`src/rtl/status_flag_reg.sv`:
```
module status_flag_reg #(
  parameter int DATA_W = 8
) (
  input  logic              clk,
  input  logic              rst_n,
  input  logic              cpu_wr,
  input  logic [7:0]        cpu_wdata,
  input  logic              alu_z_we,
  input  logic [DATA_W-1:0] alu_result,
  input  logic              alu_hc_we,
  input  logic              alu_hc,
  input  logic              alu_c_we,
  input  logic              alu_c,
  input  logic              ev_sleep,
  input  logic              ev_wdt_clr,
  input  logic              ev_wdt_tmo,
  output logic [7:0]        stat_q,
  output logic [1:0]        page_sel
);
  localparam logic [7:0] RST_VAL = 8'h18;

  logic [7:0] q;
  logic [7:0] nxt;
  logic       res_zero;

  assign res_zero = (alu_result == '0);

  always_comb begin
    nxt = q;
    if (cpu_wr) begin
      nxt[7:5] = cpu_wdata[7:5];
      nxt[2:0] = cpu_wdata[2:0];
    end
    if (alu_z_we)  nxt[2] = res_zero;
    if (alu_hc_we) nxt[1] = alu_hc;
    if (alu_c_we)  nxt[0] = alu_c;
    if (ev_wdt_tmo)                nxt[4] = 1'b0;
    else if (ev_sleep || ev_wdt_clr) nxt[4] = 1'b1;
    if (ev_sleep)        nxt[3] = 1'b0;
    else if (ev_wdt_clr) nxt[3] = 1'b1;
  end

  always_ff @(posedge clk or negedge rst_n)
    if (!rst_n) q <= RST_VAL;
    else        q <= nxt;

  assign stat_q   = q;
  assign page_sel = q[6:5];

  logic quiet;
  assign quiet = !cpu_wr && !alu_z_we && !alu_hc_we && !alu_c_we
                 && !ev_sleep && !ev_wdt_clr && !ev_wdt_tmo;

  assert_rst_val_R1: assert property (@(posedge clk) !rst_n |=> stat_q == 8'h18);

  assert_wr_keeps_tp_R2: assert property (@(posedge clk) disable iff (!rst_n)
    (cpu_wr && !ev_sleep && !ev_wdt_clr && !ev_wdt_tmo) |=> $stable(stat_q[4:3]));

  assert_tmo_clears_R4: assert property (@(posedge clk) disable iff (!rst_n)
    ev_wdt_tmo |=> !stat_q[4]);

  assert_t_set_R4: assert property (@(posedge clk) disable iff (!rst_n)
    (!ev_wdt_tmo && (ev_sleep || ev_wdt_clr)) |=> stat_q[4]);

  assert_sleep_clears_p_R5: assert property (@(posedge clk) disable iff (!rst_n)
    ev_sleep |=> !stat_q[3]);

  assert_clr_sets_p_R5: assert property (@(posedge clk) disable iff (!rst_n)
    (ev_wdt_clr && !ev_sleep) |=> stat_q[3]);

  assert_zero_test_R6: assert property (@(posedge clk) disable iff (!rst_n)
    alu_z_we |=> stat_q[2] == ($past(alu_result) == '0));

  assert_alu_over_cpu_R8: assert property (@(posedge clk) disable iff (!rst_n)
    (alu_c_we && cpu_wr) |=> stat_q[0] == $past(alu_c));

  assert_hold_R10: assert property (@(posedge clk) disable iff (!rst_n)
    quiet |=> $stable(stat_q));
endmodule

```
`config.mk`:
```
export PLATFORM = sky130hd
export DESIGN_NAME = status_flag_reg
export DESIGN_NICKNAME = d
export VERILOG_FILES = /design/src/rtl/status_flag_reg.sv
export SDC_FILE = /design/constraint.sdc
export NUM_CORES = 1
export LEC_CHECK = 0
export BUFFER_PORTS_ARGS = -buffer_cell sky130_fd_sc_hd__clkbuf_2
export CAP_MARGIN = 20
export CORE_AREA = 3 3 40 42
export CTS_CLUSTER_SIZE = 20
export DETAILED_ROUTE_END_ITERATION = 7
export DIE_AREA = 0 0 43 45
export PLACE_DENSITY = 0.65
export SLEW_MARGIN = 20
export SYNTH_ARGS = -nofsm -noshare
export SYNTH_HDL_FRONTEND = slang
export SYNTH_SLANG_ARGS = --single-unit
```
`constraint.sdc`:
```
create_clock -name clk -period 1 [get_ports clk]
set_clock_uncertainty 0.05 [all_clocks]
set_input_delay 0 -clock clk [delete_from_list [all_inputs] [get_ports clk]]
set_output_delay 0 -clock clk [all_outputs]
set_load 0.01 [all_outputs]
```
; Yosys cells after proc, flatten, opt, wreduce, memory -nomap -nowiden
; Cells that the tools add are included.
[totals]
register_bits = 8
input_bits = 27
output_inout_bits = 10
elab_cells = 21
[op_classes]
mux = 8
n_reduce_logical = 7
[ops]
columns = cell, n
row1 = 2-bit nonzero test, 5
row2 = 8-bit zero test, 1
row3 = 1-bit 2-to-1 mux, 7
row4 = 3-bit 2-to-1 mux, 1
row5 = 1-bit logical OR, 1

; Logic depth before layout (Yosys ltp)
[depth]
ltp_word = 3
mapped_depth = 3
depth_no_buf = 3

; Least setup slack after synthesis
; No wires, ideal clock.
[synth_timing]
path_kind = register to register
from = register stat_q[5] (netlist name)
to = register q[5] (netlist: stat_q[5])
setup_ps = 125
arrival_ps = 667
required_ps = 825
path_slack_ps = 158
path_stages_with_launch = 2
path_buffers = 0
synth_period_minus_slack_ps = 842
cell_sequence = dfrtp_1 > mux2_4
[synth_rtl]
columns = element, line
row1 = to (signal assigned), 45  ; else q <= nxt;
row2 = to (decl), 22  ; logic [7:0] q;

; Worst setup path in the final report
[layout_timing]
from = register q[3] (netlist: stat_q[3])
to = output port stat_q[3]
[layout_rtl]
columns = element, line
row1 = to (decl), 17  ; output logic [7:0] stat_q,
; No word-level cell between the ends.

==> results summary <==
The global placer's final weighted congestion came out at 0.627. The min-delay analysis places its worst path in the category in -> reg. The synthesized netlist contains 12 unique library cells. Averaged over all synthesized cells, the footprint is 12.9 um^2. The part of the total power dissipated in combinational logic is 26.3%. The core region is 1280 um^2. The via count is 395.

The tool flagged a number of max-cap violations equal to 0. The number of stages on the worst setup path is 1. The first global-routing pass estimated 1900 um of wire. The maximum resistive drop on vdd is 580 uV.

The part of the cycle the worst path needs came out at 93.7%. The number of cells on the worst reg-to-reg path is 1. The fraction of layout cells with a size suffix above 1 is 48.8%. In the final layout, flip-flops and latches occupy 203 um^2. For the final routed database, the setup TNS stands at 0 ns. The net count after synthesis came out at 56. The floorplan step defined a die boundary enclosing 1940 um^2.

The placed instances occupy a cell area of 536 um^2. The utilization after layout is 59.3%. For the pin with the worst max-slew slack, the measured transition is 0.224 ns. For the worst setup path, the data required time is 0.95 ns. The register with the most flip-flops in the layout has 8 of them. The total area of multi-input combinational cells is 144 um^2. The largest net degree at the start of global routing came out at 9.

The count of port buffers added during placement came out at 34. In the layout the commonest cells are clkbuf_2, dlygate4sd3_1, dfrtp_1. The total non-filler cell area in the finished layout is 762 um^2. The ratio of total power to cell area is 1110 nW/um^2.

The worst setup path is captured at an output port. The layout overhead on the synthesized area came out at 104%. The worst register-to-register path has a setup slack of 0.18 ns. In this run, flip-flops and latches consume 43.9% of the power. After global routing the overflow that remains totals 0.

The number of buffers inserted by post-CTS setup repair is 0. The iteration count of the initial detailed-routing pass is 1. At the end of the flow, the number of nets in the layout was 110. The switching share of power came out at 23.4%. The number of global-route vias before repair came out at 476. The number of buffers and inverters on the critical path is 1. TritonCTS built the clock tree. The critical path goes through clkbuf_2. In this run the critical register-to-register path is captured at stat_q[5].

The slowest stage of the critical path belongs to the cell dfstp_2. The final setup violation count came out at 0. The family with the most delay on the worst path is flip-flops. The top fanout value on the critical path came out at 2.

The post-place setup slack is 0.191 ns. The final-layout fill cell count came out at 114. Along the worst hold path, the cell count comes to 3. The number of placed instances, taps included, is 75.

The detail-routed via count per cell came out at 4.07. The portion of total power attributed to the clock network came out at 29.8%. The final critical-path required period came out at 0.937 ns. Data arrives at the worst endpoint at 0.89 ns. The final count of pins violating max slew is 0. The DRC marker count from the first detailed-route iteration came out at 0.

The initial core utilization is 29.0%. Counting flops and latches in the post-synthesis netlist gives 8. The tree is rooted in a clkbuf_4. The startpoint of the lowest-slack register-to-register path is stat_q[5].

After technology mapping, the gate count stands at 29. The max-slew headroom at the worst pin came out at 85.0%. The clock-pin slew on the worst setup and hold paths came out at 0.06 ns. Measured along the y axis, the die boundary spans 45 um. The global router's overall resource usage came out at 13.9%. The netlist area before placement is 373 um^2. The path with the worst hold slack has its endpoint at stat_q[2]. The startpoint identified for the worst hold timing path is cpu_wdata[2]. In this run the remaining antenna-violating nets after routing total 0.

The number of failing hold endpoints at the final stage is 0. The residual DRC count came out at 0. The internal power consumption came out at 0.646 mW.

The count of non-filler cells in the finished layout came out at 97. The worst setup path is launched from a flop. The count of clock tree sinks came out at 8. The initial antenna violation count is 0.

On the worst path, the slowest cell contributes a delay of 0.52 ns. The average wire per standard cell came out at 10.9 um. The horizontal die dimension is 43 um.

The longest clock path from root to sink contains 2 buffers. The Yosys warning count is 0. The fmax came out at 1070 MHz.

The clock latency on the worst-skew pair is 0.25 ns. The number of buffers created by CTS is 3. The net load switching power is 0.198 mW. Setup repair after global routing left no endpoint under its margin.

The static leakage is 0.385 nW. The worst setup margin is 0.0631 ns. The critical path is of the reg -> out type. In this run the number of H-tree levels came out at 1. The routed wire length is 1060 um. The number of standard-cell rows in the floorplan came out at 13. The run finished with clean final reports. For this design the top-level I/O count stands at 37. The library cell used most frequently in the layout, excluding fill and tap cells, is clkbuf_2. The sequential area share after synthesis is 54.4%. The repair_antennas step left the layout with diodes totalling 0.

Gates resized during post-CTS repair numbered 0.
-- power by group through the flow --
stage / logic [mW] / registers, mW / clock network [mW]
6_report: 0.222 / 0.370 / 0.252
5_1_grt: 0.245 / 0.375 / 0.284
4_1_cts: 0.230 / 0.371 / 0.265
3_5_place_dp: 0.163 / 0.376 / 0
3_3_place_gp: 0.161 / 0.375 / 0
2_1_floorplan: 0.0662 / 0.390 / 0
-- synthesized netlist by cell type --
cell type  instances  area [um^2]
mux2_4             3         45.0
nor2_1             3         11.3
nand2_1            2         7.51
nor3_1             1         5.00
buf_6              1         11.3
o21ai_1            3         15.0
buf_4              2         15.0
nor4_2             2         25.0
dfstp_2            2         52.6
nand3_1            1         5.00
mux2i_1            3         30.0
dfrtp_1            6          150
-- logic make-up after synthesis --
logic type | count (synthesis) | share of synthesized area (%)
muxes | 6 | 20.1
buffers and inverters | 3 | 7.05
AOI/OAI and AO/OA | 3 | 4.03
and+or+nand+nor | 9 | 14.4
DFF | 8 | 54.4
-- routing by layer --
layer	global-route usage (%)	wire [um]
met4	7.23	0
met5	0	0
met1	11.2	336
met2	30.2	653
met3	2.79	67
-- worst max path at each step --
stage                end      start  slack (ns)
4_1_cts        stat_q[3]  stat_q[3]        0.05
3_5_place_dp   stat_q[5]  stat_q[5]        0.19
2_1_floorplan  stat_q[5]  stat_q[5]        0.16
3_3_place_gp   stat_q[5]  stat_q[5]        0.20
5_1_grt        stat_q[3]  stat_q[3]        0.03
6_report       stat_q[3]  stat_q[3]        0.06
-- stage by stage --
step           hold slack (ns)  power (mW)
2_1_floorplan           -0.346       0.456
3_3_place_gp            -0.195       0.536
3_5_place_dp            -0.196       0.538
4_1_cts                 0.0138       0.866
5_1_grt                 0.0331       0.904
6_report                0.0147       0.844
-- what timing repair did --
item                                    in CTS  in global routing
endpoints found under the setup margin       0                  1
hold buffers                                22                  0
hold endpoints to repair                    16                  0
-- layout make-up --
class / instances / area share [%]
repair buffers: 52 / 48.6
flip-flops and latches: 8 / 26.6
multi-input cells: 18 / 18.9
clock buffers: 4 / 3.45
well taps: 15 / 2.46
No activity file was read; power rests on OpenSTA's default activity.
